===== src/rtl/zpidx_pkg.sv =====
package zpidx_pkg;
  typedef enum logic [1:0] {MODE_BAD, MODE_INC, MODE_DEC, MODE_FIX} mode_e;
  typedef enum logic [2:0] {ST_IDLE, ST_RD_LO, ST_RD_HI, ST_CAP, ST_WR_LO, ST_WR_HI} state_e;
endpackage


===== src/rtl/zpidx_classify.sv =====
module zpidx_classify
  import zpidx_pkg::*;
#(
  parameter int AW       = 8,
  parameter int INC_BASE = 2,
  parameter int DEC_BASE = 64,
  parameter int FIX_BASE = 128
) (
  input  logic [AW-1:0] loc_i,
  output mode_e         mode_o
);
  always_comb begin
    if (int'(loc_i) < INC_BASE)      mode_o = MODE_BAD;
    else if (int'(loc_i) < DEC_BASE) mode_o = MODE_INC;
    else if (int'(loc_i) < FIX_BASE) mode_o = MODE_DEC;
    else                             mode_o = MODE_FIX;
  end
endmodule


===== src/rtl/zpidx_update.sv =====
module zpidx_update
  import zpidx_pkg::*;
#(
  parameter int PW = 16
) (
  input  logic [PW-1:0] ptr_i,
  input  mode_e         mode_i,
  input  logic          step_two_i,
  output logic [PW-1:0] ptr_o
);
  logic [PW-1:0] step;
  assign step = step_two_i ? PW'(2) : PW'(1);

  always_comb begin
    unique case (mode_i)
      MODE_INC: ptr_o = ptr_i + step;
      MODE_DEC: ptr_o = ptr_i - step;
      default:  ptr_o = ptr_i;
    endcase
  end
endmodule


===== src/rtl/zpidx_fsm.sv =====
module zpidx_fsm
  import zpidx_pkg::*;
#(
  parameter int AW = 8,
  parameter int DW = 8,
  localparam int PW = 2 * DW
) (
  input  logic          clk,
  input  logic          rst,
  input  logic          start_i,
  input  logic [AW-1:0] idx_loc_i,
  input  logic          step_two_i,
  input  mode_e         mode_in_i,
  input  logic [DW-1:0] mem_rdata_i,
  input  logic [PW-1:0] next_ptr_i,
  output mode_e         mode_q_o,
  output logic          step_q_o,
  output logic [DW-1:0] lo_q_o,
  output logic          mem_rd_o,
  output logic          mem_wr_o,
  output logic [AW-1:0] mem_addr_o,
  output logic [DW-1:0] mem_wdata_o,
  output logic          done_o,
  output logic          err_o,
  output logic [PW-1:0] ea_o
);
  state_e        state;
  logic [AW-1:0] loc_q;
  logic [DW-1:0] hi_new_q;

  always_ff @(posedge clk) begin
    if (rst) begin
      state       <= ST_IDLE;
      loc_q       <= '0;
      step_q_o    <= 1'b0;
      mode_q_o    <= MODE_FIX;
      lo_q_o      <= '0;
      hi_new_q    <= '0;
      mem_rd_o    <= 1'b0;
      mem_wr_o    <= 1'b0;
      mem_addr_o  <= '0;
      mem_wdata_o <= '0;
      done_o      <= 1'b0;
      err_o       <= 1'b0;
      ea_o        <= '0;
    end else begin
      mem_rd_o <= 1'b0;
      mem_wr_o <= 1'b0;
      done_o   <= 1'b0;
      err_o    <= 1'b0;
      unique case (state)
        ST_IDLE: if (start_i) begin
          loc_q    <= idx_loc_i;
          step_q_o <= step_two_i;
          mode_q_o <= mode_in_i;
          if (mode_in_i == MODE_BAD) begin
            done_o <= 1'b1;
            err_o  <= 1'b1;
          end else begin
            mem_rd_o   <= 1'b1;
            mem_addr_o <= idx_loc_i;
            state      <= ST_RD_LO;
          end
        end
        ST_RD_LO: begin
          mem_rd_o   <= 1'b1;
          mem_addr_o <= loc_q + AW'(1);
          state      <= ST_RD_HI;
        end
        ST_RD_HI: begin
          lo_q_o <= mem_rdata_i;
          state  <= ST_CAP;
        end
        ST_CAP: begin
          ea_o <= {mem_rdata_i, lo_q_o};
          if (mode_q_o == MODE_FIX) begin
            done_o <= 1'b1;
            state  <= ST_IDLE;
          end else begin
            mem_wr_o    <= 1'b1;
            mem_addr_o  <= loc_q;
            mem_wdata_o <= next_ptr_i[DW-1:0];
            hi_new_q    <= next_ptr_i[PW-1:DW];
            state       <= ST_WR_LO;
          end
        end
        ST_WR_LO: begin
          mem_wr_o    <= 1'b1;
          mem_addr_o  <= loc_q + AW'(1);
          mem_wdata_o <= hi_new_q;
          state       <= ST_WR_HI;
        end
        ST_WR_HI: begin
          done_o <= 1'b1;
          state  <= ST_IDLE;
        end
        default: state <= ST_IDLE;
      endcase
    end
  end
endmodule


===== src/rtl/zp_index_unit.sv =====
module zp_index_unit
  import zpidx_pkg::*;
#(
  parameter int AW       = 8,
  parameter int DW       = 8,
  parameter int INC_BASE = 2,
  parameter int DEC_BASE = 64,
  parameter int FIX_BASE = 128
) (
  input  logic          clk,
  input  logic          rst,
  input  logic          start_i,
  input  logic [7:0]    idx_loc_i,
  input  logic          step_two_i,
  output logic          mem_rd_o,
  output logic          mem_wr_o,
  output logic [7:0]    mem_addr_o,
  output logic [7:0]    mem_wdata_o,
  input  logic [7:0]    mem_rdata_i,
  output logic          done_o,
  output logic          err_o,
  output logic [15:0]   ea_o
);
  localparam int PW = 2 * DW;

  mode_e         mode_in, mode_q;
  logic          step_q;
  logic [DW-1:0] lo_q;
  logic [PW-1:0] next_ptr;

  zpidx_classify #(.AW(AW), .INC_BASE(INC_BASE), .DEC_BASE(DEC_BASE), .FIX_BASE(FIX_BASE))
    u_cls (.loc_i(idx_loc_i), .mode_o(mode_in));

  zpidx_update #(.PW(PW))
    u_upd (.ptr_i({mem_rdata_i, lo_q}), .mode_i(mode_q), .step_two_i(step_q), .ptr_o(next_ptr));

  zpidx_fsm #(.AW(AW), .DW(DW)) u_fsm (
    .clk(clk), .rst(rst), .start_i(start_i), .idx_loc_i(idx_loc_i),
    .step_two_i(step_two_i), .mode_in_i(mode_in), .mem_rdata_i(mem_rdata_i),
    .next_ptr_i(next_ptr), .mode_q_o(mode_q), .step_q_o(step_q), .lo_q_o(lo_q),
    .mem_rd_o(mem_rd_o), .mem_wr_o(mem_wr_o), .mem_addr_o(mem_addr_o),
    .mem_wdata_o(mem_wdata_o), .done_o(done_o), .err_o(err_o), .ea_o(ea_o)
  );
endmodule


===== config.mk =====
export PLATFORM = sky130hd
export DESIGN_NAME = zp_index_unit
export DESIGN_NICKNAME = d
export VERILOG_FILES = /design/src/rtl/zpidx_pkg.sv /design/src/rtl/zpidx_classify.sv /design/src/rtl/zpidx_update.sv /design/src/rtl/zpidx_fsm.sv /design/src/rtl/zp_index_unit.sv
export SDC_FILE = /design/constraint.sdc
export NUM_CORES = 1
export LEC_CHECK = 0
export ABC_CLOCK_PERIOD_IN_PS = 7500
export BUFFER_PORTS_ARGS = -buffer_cell sky130_fd_sc_hd__buf_2
export CAP_MARGIN = 10
export CORE_MARGIN = 2
export CORE_UTILIZATION = 55
export DETAILED_ROUTE_END_ITERATION = 8
export GPL_TIMING_DRIVEN = 0
export HOLD_SLACK_MARGIN = 0.03
export MAX_ROUTING_LAYER = met4
export PLACE_DENSITY = 0.77
export SLEW_MARGIN = 30
export SYNTH_ARGS = -nofsm -noshare
export SYNTH_HDL_FRONTEND = slang
export SYNTH_SLANG_ARGS = --single-unit

===== constraint.sdc =====
create_clock -name clk -period 7.5 [get_ports clk]
set_input_delay 1.125 -clock clk [delete_from_list [all_inputs] [get_ports clk]]
set_output_delay 1.125 -clock clk [all_outputs]
set_load 0.02 [all_outputs]

==> reports/summary.log, run 1 <==
[setup_path] Arr. time, crit path 3.85 ns
[synthesis] Async S/R FF share, synth 0
[synthesis] cell area after synthesis 4180 um2
[setup_path] CP Max Fanout 10
[sta] crit share post-route 0.477
[job] maximum capacitance violations 0
[placement] final HPWL from detailed placement 9.21 mm
[pwr] maximum VDD drop 0.125 mV
[synthesis] Seq cells post-synth 66
[sta] final setup vio count 0
[setup_path] crit path launch type register
[layout] share of final-layout standard cells stronger than drive strength 1 0.164
[routing] number of nets still failing antenna checks after routing 0
[die] starting density of the core 0.573
[placement] Placed Instances 711
[clock_network] Inserted Clock Buffers 9
[setup_path] kind of critical path reg -> reg
[synthesis] most used standard cells in the synthesized netlist nand2_1 (84), nor2_1 (72), dfxtp_1 (66)
[die] number of rows in the core area 31
[global_routing] total routing resource utilization after global routing 0.320
[routing] vias per std cell 6.10
[setup_path] endpoint of the worst register-to-register path u_fsm.hi_new_q[0]
[synthesis] most numerous cell in the Yosys netlist nand2_1
[die] core footprint 7290 um2
[setup_path] worst-case register-to-register setup slack 3.92 ns
[die] chip height 91.2 um
[global_routing] first-pass GRT wire length 20.6 mm
[clock_network] CTS Root Buffer Type clkbuf_8
[global_routing] vias in the first global route 4033
[setup_path] CP endpoint kind register
[synthesis] mean instance size in the synthesized netlist 7.48 um2
[sta] setup repair after global routing missed its margin false
[synthesis] cell count after synthesis 559
[clock_network] count of cells resized by post-cts repair 0
[die] die outline width 91.2 um
[sta] setup TNS after final layout 0 ns
[placement] routability-driven placement congestion ratio 1.04
[clock_network] number of levels in the clock H-tree 3
[hold_path] Hold WC Path Type reg -> reg
[setup_path] required time of the critical path 7.78 ns
[routing] final routed wire length divided by cell count 17.6 um
[global_routing] pin count of the biggest net entering global routing 12
[synthesis] number of warnings printed during yosys synthesis 0
[routing] vias after detailed routing 4438
[synthesis] Yosys top cell by area dfxtp_1
[layout] Total Nets Final 651
[layout] signed area change from the synthesized netlist to the final layout 13.9%
[placement] count of input and output buffers 53
[clock_network] latest clock arrival within the worst-skew pair 0.36 ns
[synthesis] biggest area contributors in the synthesized netlist dfxtp_1 (32%), nand2_1 (7.5%), nor2_1 (6.5%)
[setup_path] CP Capture Point u_fsm.hi_new_q[0]
[hold_path] Cells on Worst Hold Path 2
[sta] max-slew violation count 0
[pwr] leakage power figure 1.84 nW
[routing] Initial DRC Count 565
[sta] headroom to the max-slew limit 0.544
[clock_network] buffer count from post-CTS setup fixing 0
[clock_network] sinks on the clock net 66
[clock_network] Hold Buf Count CTS 0
[setup_path] number of cells traversed by the worst register-to-register path 15
[status] status finished, final reports clean
[setup_path] worst reg2reg path startpoint u_fsm.mode_q_o[0]
[synthesis] Synth Flop Type dfxtp_1
[clock_network] clock transition time at the flip-flop clock pins of the worst setup and hold paths 0.08 ns
[global_routing] overall overflow remaining after global route 0
[setup_path] startpoint of the most critical setup path u_fsm.mode_q_o[0]
[clock_network] deepest clock path buffer count 2
[layout] Antenna diodes 0
[pwr] power density cells 192 nW/um2
[global_routing] number of antenna violations at the first check in global routing 0
[layout] final cell count without fillers 727
[synthesis] Yosys top cell area share 0.316
[synthesis] sequential area share after synthesis 0.316
[sta] post-layout min period 3.58 ns
[die] I/O pin total 56
[die] Die Footprint 8320 um2
[synthesis] Synth Net Count 587
[clock_network] CTS tree built
[sta] slew at the pin closest to its max-slew limit 0.682 ns
[sta] worst setup skew after layout 0.0174 ns
[sta] final hold viol count 0
[synthesis] number of different library cells in the post-synthesis netlist 73
[routing] first-pass iteration count of the detailed router 5
[sta] FMAX 279 MHz
[synthesis] EDFF count, synth 0
[routing] aggregate routed wire length 12.8 mm
[routing] drc violations 0
[cell families after synthesis]
| family | share of synthesized area |
|---|---|
| compound gates | 0.259 |
| xor+xnor | 0.0461 |
| fa+ha+maj | 0.0257 |
| buf+inv | 0.0622 |
| flops | 0.316 |
| mux | 0.0347 |
| simple gates | 0.256 |
[state kept, by name, summed over array words and instances (netlist names)]
| name | flops |
|---|---|
| u_fsm.done_o | 1 |
| u_fsm.ea_o | 16 |
| u_fsm.err_o | 1 |
| u_fsm.hi_new_q | 8 |
| u_fsm.lo_q_o | 8 |
| u_fsm.loc_q | 8 |
| u_fsm.mem_addr_o | 8 |
| u_fsm.mem_rd_o | 1 |
| u_fsm.mem_wdata_o | 8 |
| u_fsm.mem_wr_o | 1 |
| u_fsm.mode_q_o | 2 |
| u_fsm.state | 3 |
| u_fsm.step_q_o | 1 |
[metrics by stage]
| step | utilization | area (um2) | power, mW | hold WS, ns | worst slack (ns) |
|---|---|---|---|---|---|
| 6_report | 0.653 | 4760 | 0.916 | 0.453 | 3.92 |
| 5_1_grt | 0.653 | 4760 | 0.953 | 0.468 | 3.71 |
| 4_1_cts | 0.653 | 4760 | 0.910 | 0.454 | 3.97 |
| 3_5_place_dp | 0.627 | 4570 | 0.622 | 0.444 | 4.00 |
| 3_3_place_gp | 0.627 | 4570 | 0.618 | 0.439 | 4.08 |
| 2_1_floorplan | - | 4180 | 0.555 | 0.427 | 4.51 |
[worst min-delay path by stage]
stage | endpoint | startpoint
finish | u_fsm.ea_o[7] | u_fsm.ea_o[7]
floorplan | u_fsm.hi_new_q[4] | u_fsm.hi_new_q[4]
detailed placement | u_fsm.ea_o[7] | u_fsm.ea_o[7]
CTS | u_fsm.ea_o[7] | u_fsm.ea_o[7]
global placement | u_fsm.ea_o[4] | u_fsm.ea_o[4]
global route | u_fsm.ea_o[14] | u_fsm.ea_o[14]
[worst max-delay path: stages, from the launching register on]
cell	delay (ns)
dfxtp_1	0.35
inv_1	0.08
ha_1	0.26
buf_6	0.16
buf_6	0.14
inv_2	0.07
buf_2	0.26
nor2_1	0.12
fa_1	0.51
nand4bb_1	0.21
nand4_4	0.16
a31oi_4	0.24
a31oi_1	0.12
a2111oi_2	0.42
xnor2_1	0.19
a211oi_2	0.22
[power breakdown]
part	leakage (nW)	total (mW)	internal, mW	switching [mW]
clock	0.0944	0.293	0.146	0.147
combinational	1.21	0.241	0.0830	0.158
sequential	0.537	0.381	0.369	0.0126
[metal layers]
metal / wire (um) / track usage / vias up
li1: - / - / 2115
met2: 5460 / 0.465 / 270
met1: 5740 / 0.449 / 2024
met3: 1330 / 0.0664 / 29
met4: 250 / 0.0947 / 0
met5: 0 / - / -
[area by class of cell]
type	instances	area [um2]
fillers	692	2530
flip-flops and latches	66	1320
clock inverters	4	25.0
well taps	99	124
inverters	13	48.8
repair buffers	53	265
plain buffers	47	211
multi-input cells	433	2600
clock buffers	12	165
[layout by cell type, fill, tap and decap left out, types with 4 or more instances in the layout]
| master | count |
|---|---|
| xnor2_1 | 14 |
| xor2_1 | 8 |
| nor2b_1 | 6 |
| o21ai_1 | 5 |
| a221oi_1 | 12 |
| nand2b_1 | 6 |
| nand2_1 | 84 |
| clkbuf_1 | 27 |
| buf_2 | 66 |
| nand3_1 | 6 |
| a22oi_1 | 8 |
| clkbuf_8 | 12 |
| dfxtp_1 | 66 |
| ha_1 | 7 |
| a31oi_1 | 4 |
| inv_1 | 12 |
| nor2_1 | 72 |
| buf_1 | 4 |
| mux2i_1 | 13 |
| nor4_1 | 5 |
| and3_1 | 5 |
| a21oi_1 | 52 |
| a211oi_1 | 7 |
| o21ai_0 | 30 |
| o211ai_1 | 5 |
| nor3_1 | 17 |
| o21a_1 | 4 |
Power figures use the tool's default switching activity.
==> run 2, diff against run 1 <==
- ABC_CLOCK_PERIOD_IN_PS: 7500 -> 3570
- clock period: 7.5 -> 3.57 ns (I/O delays scaled with it)
==> reports/summary.log, run 2 (same netlist as run 1, synthesis figures left out) <==
[global_routing] most crowded layer after global routing met2 [unchanged]
[sta] final setup vio count 0 [unchanged]
[routing] drc violations 0 [unchanged]
[routing] vias per std cell 6.09 [was 6.10]
[job] maximum capacitance violations 0 [unchanged]
[routing] number of nets still failing antenna checks after routing 0 [unchanged]
[setup_path] CP Max Fanout 12 [was 10]
[clock_network] CTS Root Buffer Type clkbuf_8 [unchanged]
[global_routing] total routing resource utilization after global routing 0.320 [unchanged]
[clock_network] number of levels in the clock H-tree 3 [unchanged]
[layout] leading cell types in the layout, fill and taps excluded nand2_1 (84), nor2_1 (72), dfxtp_1 (66), buf_2 (65), a21oi_1 (52) [was nand2_1 (84), nor2_1 (72), buf_2 (66), dfxtp_1 (66), a21oi_1 (52)]
[sta] slew at the pin closest to its max-slew limit 0.713 ns [was 0.682 ns]
[global_routing] overall overflow remaining after global route 0 [unchanged]
[sta] crit share post-route 0.968 [was 0.477]
[global_routing] met2 track utilization from global routing 0.465 [unchanged]
[setup_path] kind of critical path reg -> reg [unchanged]
[setup_path] critical path's most frequent cell buf_6 [unchanged]
[routing] Initial DRC Count 636 [was 565]
[clock_network] sinks on the clock net 66 [unchanged]
[clock_network] buffer count from post-CTS setup fixing 0 [unchanged]
[clock_network] deepest clock path buffer count 2 [unchanged]
[sta] headroom to the max-slew limit 0.523 [was 0.544]
[sta] FMAX 289 MHz [was 279 MHz]
[clock_network] CTS tree built [unchanged]
[clock_network] Inserted Clock Buffers 9 [unchanged]
[setup_path] worst stage delay on the critical path 0.50 ns [was 0.51 ns]
[routing] aggregate routed wire length 12.8 mm [about the same]
[die] die outline width 91.2 um [unchanged]
[global_routing] number of antenna violations at the first check in global routing 0 [unchanged]
[die] I/O pin total 56 [unchanged]
[global_routing] global routing met1 resource utilization 0.449 [unchanged]
[layout] most frequent standard cell in the layout excluding fill and tap cells nand2_1 [unchanged]
[routing] vias after detailed routing 4422 [was 4438]
[die] number of rows in the core area 31 [unchanged]
[sta] Worst Hold Slack 0.424 ns [was 0.453 ns]
[clock_network] latest clock arrival within the worst-skew pair 0.36 ns [about the same]
[layout] signed area change from the synthesized netlist to the final layout 13.7% [was 13.9%]
[clock_network] count of cells resized by post-cts repair 0 [unchanged]
[clock_network] clock transition time at the flip-flop clock pins of the worst setup and hold paths 0.07 ns [was 0.08 ns]
[die] core footprint 7290 um2 [unchanged]
[setup_path] worst path cell trace inv_1 -> ha_1 -> buf_6 -> buf_6 -> inv_2 -> nor2_1 -> fa_1 -> nand4bb_1 -> nand4_4 -> a211oi_1 -> o31ai_2 -> nand2_1 -> a21oi_1 -> a2111oi_2 [was inv_1 -> ha_1 -> buf_6 -> buf_6 -> inv_2 -> buf_2 -> nor2_1 -> fa_1 -> nand4bb_1 -> nand4_4 -> a31oi_4 -> a31oi_1 -> a2111oi_2 -> xnor2_1 -> a211oi_2]
[routing] final routed wire length divided by cell count 17.6 um [about the same]
[placement] routability-driven placement congestion ratio 1.04 [unchanged]
[global_routing] first-pass GRT wire length 20.6 mm [unchanged]
[hold_path] Cells on Worst Hold Path 3 [was 2]
[layout] flip-flop count of the largest register, all copies and words added 16 [unchanged]
[layout] share of final-layout standard cells stronger than drive strength 1 0.163 [was 0.164]
[hold_path] Hold WC Path Type in -> reg [was reg -> reg]
[pwr] maximum VDD drop 0.263 mV [was 0.125 mV]
[setup_path] Arr. time, crit path 3.70 ns [was 3.85 ns]
[setup_path] crit path launch type register [unchanged]
[layout] Antenna diodes 0 [unchanged]
[setup_path] CP endpoint kind register [unchanged]
[pwr] power density cells 404 nW/um2 [was 192 nW/um2]
[placement] count of input and output buffers 53 [unchanged]
[routing] first-pass iteration count of the detailed router 8 [was 5]
[status] status finished, final reports clean [unchanged]
[sta] post-layout min period 3.45 ns [was 3.58 ns]
[layout] Top reg by flops u_fsm.ea_o [unchanged]
[sta] final hold viol count 0 [unchanged]
[setup_path] number of cells traversed by the worst register-to-register path 14 [was 15]
[setup_path] required time of the critical path 3.81 ns [was 7.78 ns]
[die] starting density of the core 0.573 [unchanged]
[sta] max-slew violation count 0 [unchanged]
[layout] Total Nets Final 650 [was 651]
[die] chip height 91.2 um [unchanged]
[pwr] leakage power figure 1.83 nW [was 1.84 nW]
[placement] final HPWL from detailed placement 9.21 mm [unchanged]
[global_routing] pin count of the biggest net entering global routing 12 [unchanged]
[global_routing] GRT met3 Usage 0.0664 [unchanged]
[sta] setup repair after global routing missed its margin true [was false]
[pwr] overall power 1.92 mW [was 916 uW]
[die] Die Footprint 8320 um2 [unchanged]
[global_routing] vias in the first global route 4033 [unchanged]
[setup_path] slowest cell on the critical path fa_1 [unchanged]
[clock_network] Hold Buf Count CTS 0 [unchanged]
[sta] worst setup skew after layout 0.0199 ns [was 0.0174 ns]
[run 2: changes by cell type in the layout (fill, tap and decap cells not counted), sizes merged]
cell  delta
buf      -1
[run 2: path summary, 6_finish.rpt]
check	start	to	slack [ns]
worst max-delay path	u_fsm.mode_q_o[0]	u_fsm.hi_new_q[6]	0.12
worst min-delay path	step_two_i	u_fsm.step_q_o	0.42
worst max register to register	u_fsm.mode_q_o[0]	u_fsm.hi_new_q[6]	0.12
worst min register to register	u_fsm.ea_o[7]	u_fsm.ea_o[7]	0.45
[run 2: critical path: cells and delay by family (launching register included)]
| family | cells | cell delay, ns |
|---|---|---|
| compound gates | 4 | 1.02 |
| fa+ha+maj | 2 | 0.76 |
| buf+inv | 4 | 0.61 |
| simple gates | 4 | 0.60 |
| flops | 1 | 0.35 |
[run 2: layout make-up]
type / instances / area, um2
buffer: 46 / 206
clock buffer: 12 / 165
clock inverter: 4 / 25.0
fill: 693 / 2540
inverter: 13 / 48.8
multi-input combinational: 433 / 2600
sequential: 66 / 1320
tap: 99 / 124
timing repair buffer: 53 / 265
[run 2: metal layers]
metal | wire length [um] | up-vias
met3 | 1300 | 35
met5 | 0 | -
met4 | 256 | 0
met2 | 5460 | 263
li1 | - | 2104
met1 | 5800 | 2020
[run 2: per-stage QoR]
step / worst slack, ns / TNS (ns) / util / cells / cell area (um2)
2_1_floorplan: 0.583 / 0 / - / 559 / 4180
3_3_place_gp: 0.153 / 0 / 0.627 / 711 / 4570
3_5_place_dp: 0.0708 / 0 / 0.627 / 711 / 4570
4_1_cts: 0.0394 / 0 / 0.653 / 727 / 4760
5_1_grt: -0.0569 / -0.112 / 0.652 / 726 / 4760
6_report: 0.115 / 0 / 0.652 / 726 / 4760
[run 2: where the power goes]
group	internal [mW]	leakage (nW)	switching, mW
logic	0.173	1.20	0.332
clock network	0.307	0.0944	0.308
registers	0.775	0.537	0.0265
total	1.26	1.83	0.667
==> run 3, diff against run 2 <==
- SYNTH_HIERARCHICAL: default -> 1
==> reports/summary.log, run 3 <==
[status] status finished, final reports clean [unchanged]
[clock_network] buffer count from post-CTS setup fixing 0 [unchanged]
[global_routing] first-pass GRT wire length 20.0 mm [was 20.6 mm]
[synthesis] biggest area contributors in the synthesized netlist dfxtp_1 (31%), nand2_1 (10%), a21oi_1 (6.7%) [was dfxtp_1 (32%), nand2_1 (7.5%), nor2_1 (6.5%)]
[setup_path] worst-case register-to-register setup slack 0.25 ns [was 0.12 ns]
[clock_network] sinks on the clock net 66 [unchanged]
[synthesis] Synth Flop Type dfxtp_1 [unchanged]
[global_routing] GRT met3 Usage 0.0548 [was 0.0664]
[layout] most frequent standard cell in the layout excluding fill and tap cells nand2_1 [unchanged]
[synthesis] cell count after synthesis 550 [was 559]
[synthesis] sequential area share after synthesis 0.314 [was 0.316]
[pwr] leakage power figure 1.93 nW [was 1.83 nW]
[pwr] maximum VDD drop 0.250 mV [was 0.263 mV]
[setup_path] cell class contributing the biggest share of worst-path delay compound AO/OA/AOI/OAI gates [unchanged]
[routing] final routed wire length divided by cell count 16.9 um [was 17.6 um]
[global_routing] global routing met1 resource utilization 0.445 [was 0.449]
[sta] post-layout min period 3.32 ns [was 3.45 ns]
[global_routing] total routing resource utilization after global routing 0.308 [was 0.320]
[sta] crit share post-route 0.930 [was 0.968]
[placement] routability-driven placement congestion ratio 0.963 [was 1.04]
[clock_network] number of levels in the clock H-tree 3 [unchanged]
[synthesis] Yosys top cell by area dfxtp_1 [unchanged]
[sta] slew at the pin closest to its max-slew limit 0.744 ns [was 0.713 ns]
[global_routing] overall overflow remaining after global route 0 [unchanged]
[setup_path] CP endpoint kind register [unchanged]
[setup_path] slowest cell on the critical path fa_1 [unchanged]
[pwr] power density cells 403 nW/um2 [was 404 nW/um2]
[sta] FMAX 301 MHz [was 289 MHz]
[global_routing] most crowded layer after global routing met1 [was met2]
[pwr] cell internal power dissipation 1.30 mW [was 1.26 mW]
[job] maximum capacitance violations 0 [unchanged]
[pwr] portion of total power attributed to the clock network 0.312 [was 0.320]
[setup_path] required time of the critical path 3.83 ns [was 3.81 ns]
[synthesis] Yosys top cell area share 0.314 [was 0.316]
[setup_path] kind of critical path reg -> reg [unchanged]
[synthesis] Seq cells post-synth 66 [unchanged]
[setup_path] number of buffers and inverters on the critical path 4 [unchanged]
[sta] final setup vio count 0 [unchanged]
[placement] final HPWL from detailed placement 9.17 mm [was 9.21 mm]
[routing] Initial DRC Count 435 [was 636]
[layout] flip-flop count of the largest register, all copies and words added 16 [unchanged]
[synthesis] number of warnings printed during yosys synthesis 6 [was 0]
[die] die outline width 91.5 um [was 91.2 um]
[layout] final core utilization 0.654 [was 0.652]
[layout] final instance area 4800 um2 [was 4760 um2]
[sta] Worst Hold Slack 0.427 ns [was 0.424 ns]
[layout] leading cell types in the layout, fill and taps excluded nand2_1 (112), buf_2 (74), dfxtp_1 (66), a21oi_1 (56), nor2_1 (38) [was nand2_1 (84), nor2_1 (72), dfxtp_1 (66), buf_2 (65), a21oi_1 (52)]
[setup_path] Arr. time, crit path 3.57 ns [was 3.70 ns]
[global_routing] vias in the first global route 3919 [was 4033]
[placement] Placed Instances 703 [was 711]
[layout] final cell count without fillers 718 [was 726]
[layout] Total Nets Final 641 [was 650]
[placement] count of input and output buffers 54 [was 53]
[synthesis] mean instance size in the synthesized netlist 7.66 um2 [was 7.48 um2]
[clock_network] deepest clock path buffer count 2 [unchanged]
[global_routing] number of antenna violations at the first check in global routing 0 [unchanged]
[pwr] register share of total power 0.420 [was 0.417]
[setup_path] CP Max Fanout 10 [was 12]
[hold_path] worst hold start step_two_i [unchanged]
[clock_network] clock transition time at the flip-flop clock pins of the worst setup and hold paths 0.07 ns [about the same]
[clock_network] CTS tree built [unchanged]
[pwr] overall power 1.93 mW [was 1.92 mW]
[setup_path] worst path cell trace inv_1 -> ha_1 -> buf_2 -> buf_6 -> clkinvlp_4 -> nor2_1 -> fa_1 -> nand4b_1 -> o21ai_0 -> a311oi_2 -> nor2_1 -> nor3_1 -> xor2_1 -> nand2_1 -> a21oi_1 [was inv_1 -> ha_1 -> buf_6 -> buf_6 -> inv_2 -> nor2_1 -> fa_1 -> nand4bb_1 -> nand4_4 -> a211oi_1 -> o31ai_2 -> nand2_1 -> a21oi_1 -> a2111oi_2]
[synthesis] EDFF count, synth 0 [unchanged]
[placement] total placed instance area 4610 um2 [was 4570 um2]
[synthesis] Synth Net Count 576 [was 587]
[pwr] Net Sw Power 630 uW [was 667 uW]
[setup_path] critical path's most frequent cell nor2_1 [was buf_6]
[synthesis] most used standard cells in the synthesized netlist nand2_1 (112), dfxtp_1 (66), a21oi_1 (56) [was nand2_1 (84), nor2_1 (72), dfxtp_1 (66)]
[setup_path] crit path launch type register [unchanged]
[synthesis] number of different library cells in the post-synthesis netlist 82 [was 73]
[sta] final hold viol count 0 [unchanged]
[synthesis] most numerous cell in the Yosys netlist nand2_1 [unchanged]
[die] starting density of the core 0.575 [was 0.573]
[layout] Antenna diodes 0 [unchanged]
[setup_path] worst reg2reg path startpoint u_fsm/mode_q_o[0] [was u_fsm.mode_q_o[0]]
[clock_network] latest clock arrival within the worst-skew pair 0.34 ns [was 0.36 ns]
[clock_network] count of cells resized by post-cts repair 0 [unchanged]
[routing] first-pass iteration count of the detailed router 5 [was 8]
[routing] vias per std cell 6.01 [was 6.09]
[layout] share of final-layout standard cells stronger than drive strength 1 0.208 [was 0.163]
[global_routing] pin count of the biggest net entering global routing 11 [was 12]
[layout] signed area change from the synthesized netlist to the final layout 13.8% [was 13.7%]
[die] chip height 91.5 um [was 91.2 um]
[sta] setup TNS after final layout 0 ns [unchanged]
[placement] worst slack at placement 0.259 ns [was 0.0708 ns]
[global_routing] met2 track utilization from global routing 0.437 [was 0.465]
[synthesis] Async S/R FF share, synth 0 [unchanged]
[sta] headroom to the max-slew limit 0.504 [was 0.523]
[routing] vias after detailed routing 4312 [was 4422]
[routing] drc violations 0 [unchanged]
[clock_network] Inserted Clock Buffers 9 [unchanged]
[clock_network] Hold Buf Count CTS 0 [unchanged]
[setup_path] worst stage delay on the critical path 0.46 ns [was 0.50 ns]
[synthesis] cell area after synthesis 4210 um2 [was 4180 um2]
[clock_network] CTS Root Buffer Type clkbuf_8 [unchanged]
[hold_path] Hold WC Path Type in -> reg [unchanged]
[sta] worst path setup slack after routing 0.251 ns [was 0.115 ns]
[routing] number of nets still failing antenna checks after routing 0 [unchanged]
[setup_path] startpoint of the most critical setup path u_fsm/mode_q_o[0] [was u_fsm.mode_q_o[0]]
[die] core footprint 7330 um2 [was 7290 um2]
[die] I/O pin total 56 [unchanged]
[sta] max-slew violation count 0 [unchanged]
[layout] Top reg by flops u_fsm/ea_o [was u_fsm.ea_o]
[routing] aggregate routed wire length 12.1 mm [was 12.8 mm]
[sta] setup repair after global routing missed its margin false [was true]
[pwr] relative contribution of combinational cells to total power 0.268 [was 0.263]
[die] number of rows in the core area 31 [unchanged]
[pwr] Sw Share 0.326 [was 0.347]
[sta] worst setup skew after layout 0.0117 ns [was 0.0199 ns]
[die] Die Footprint 8380 um2 [was 8320 um2]
-- run 3: cell count changes after synthesis, sizes merged, moves of 6 or more --
cell	before	now
nor2	73	40
nand2	84	113
clkbuf	27	10
buf	20	36
a221oi	12	0
o21ai	35	24
nand3	7	17
a22oi	9	1
a311oi	3	11
a211oi	9	2
nor4	5	11
xnor2	14	8
-- run 3: worst reg2reg max path: stages (launching register included) --
cell	delay (ns)
dfxtp_1	0.41
inv_1	0.10
ha_1	0.20
buf_2	0.18
buf_6	0.16
clkinvlp_4	0.17
nor2_1	0.10
fa_1	0.46
nand4b_1	0.16
o21ai_0	0.21
a311oi_2	0.40
nor2_1	0.07
nor3_1	0.22
xor2_1	0.20
nand2_1	0.07
a21oi_1	0.11
-- run 3: power groups by stage --
stage	combinational (mW)	clock [mW]	sequential, mW
floorplan	0.346	0	0.843
global placement	0.502	0	0.826
detailed placement	0.506	0	0.828
CTS	0.508	0.609	0.811
global route	0.565	0.648	0.817
finish	0.518	0.604	0.812
-- run 3: final cells by class --
| cell class | count | area, um2 |
|---|---|---|
| inverters | 12 | 48.8 |
| plain buffers | 46 | 273 |
| clock buffers | 12 | 145 |
| fillers | 709 | 2530 |
| multi-input cells | 426 | 2570 |
| well taps | 99 | 124 |
| flip-flops and latches | 66 | 1320 |
| clock inverters | 3 | 40.0 |
| repair buffers | 54 | 270 |
-- run 3: cell families (layout without fill, tap and decap cells) --
family / after synthesis / count (layout) / synth area share
AND/OR/NAND/NOR: 247 / 247 / 0.298
adder cells (fa/ha/maj): 6 / 6 / 0.0196
buffers and inverters: 58 / 127 / 0.0754
XOR/XNOR: 21 / 21 / 0.0454
AO/OA/AOI/OAI: 137 / 137 / 0.211
multiplexers: 15 / 15 / 0.0362
flip-flops: 66 / 66 / 0.314
-- run 3: path summary, 6_finish.rpt --
check	endpoint	cells after the start
worst max-delay path	u_fsm/hi_new_q[2]	15
worst min-delay path	u_fsm/step_q_o	3
worst min register to register	u_fsm/mem_addr_o[0]	2
worst max register to register	u_fsm/hi_new_q[2]	15
-- run 3: routing by layer --
metal | vias up | routed length [um]
li1 | 2087 | -
met1 | 2035 | 5790
met2 | 176 | 5280
met3 | 14 | 904
met4 | 0 | 147
met5 | - | 0
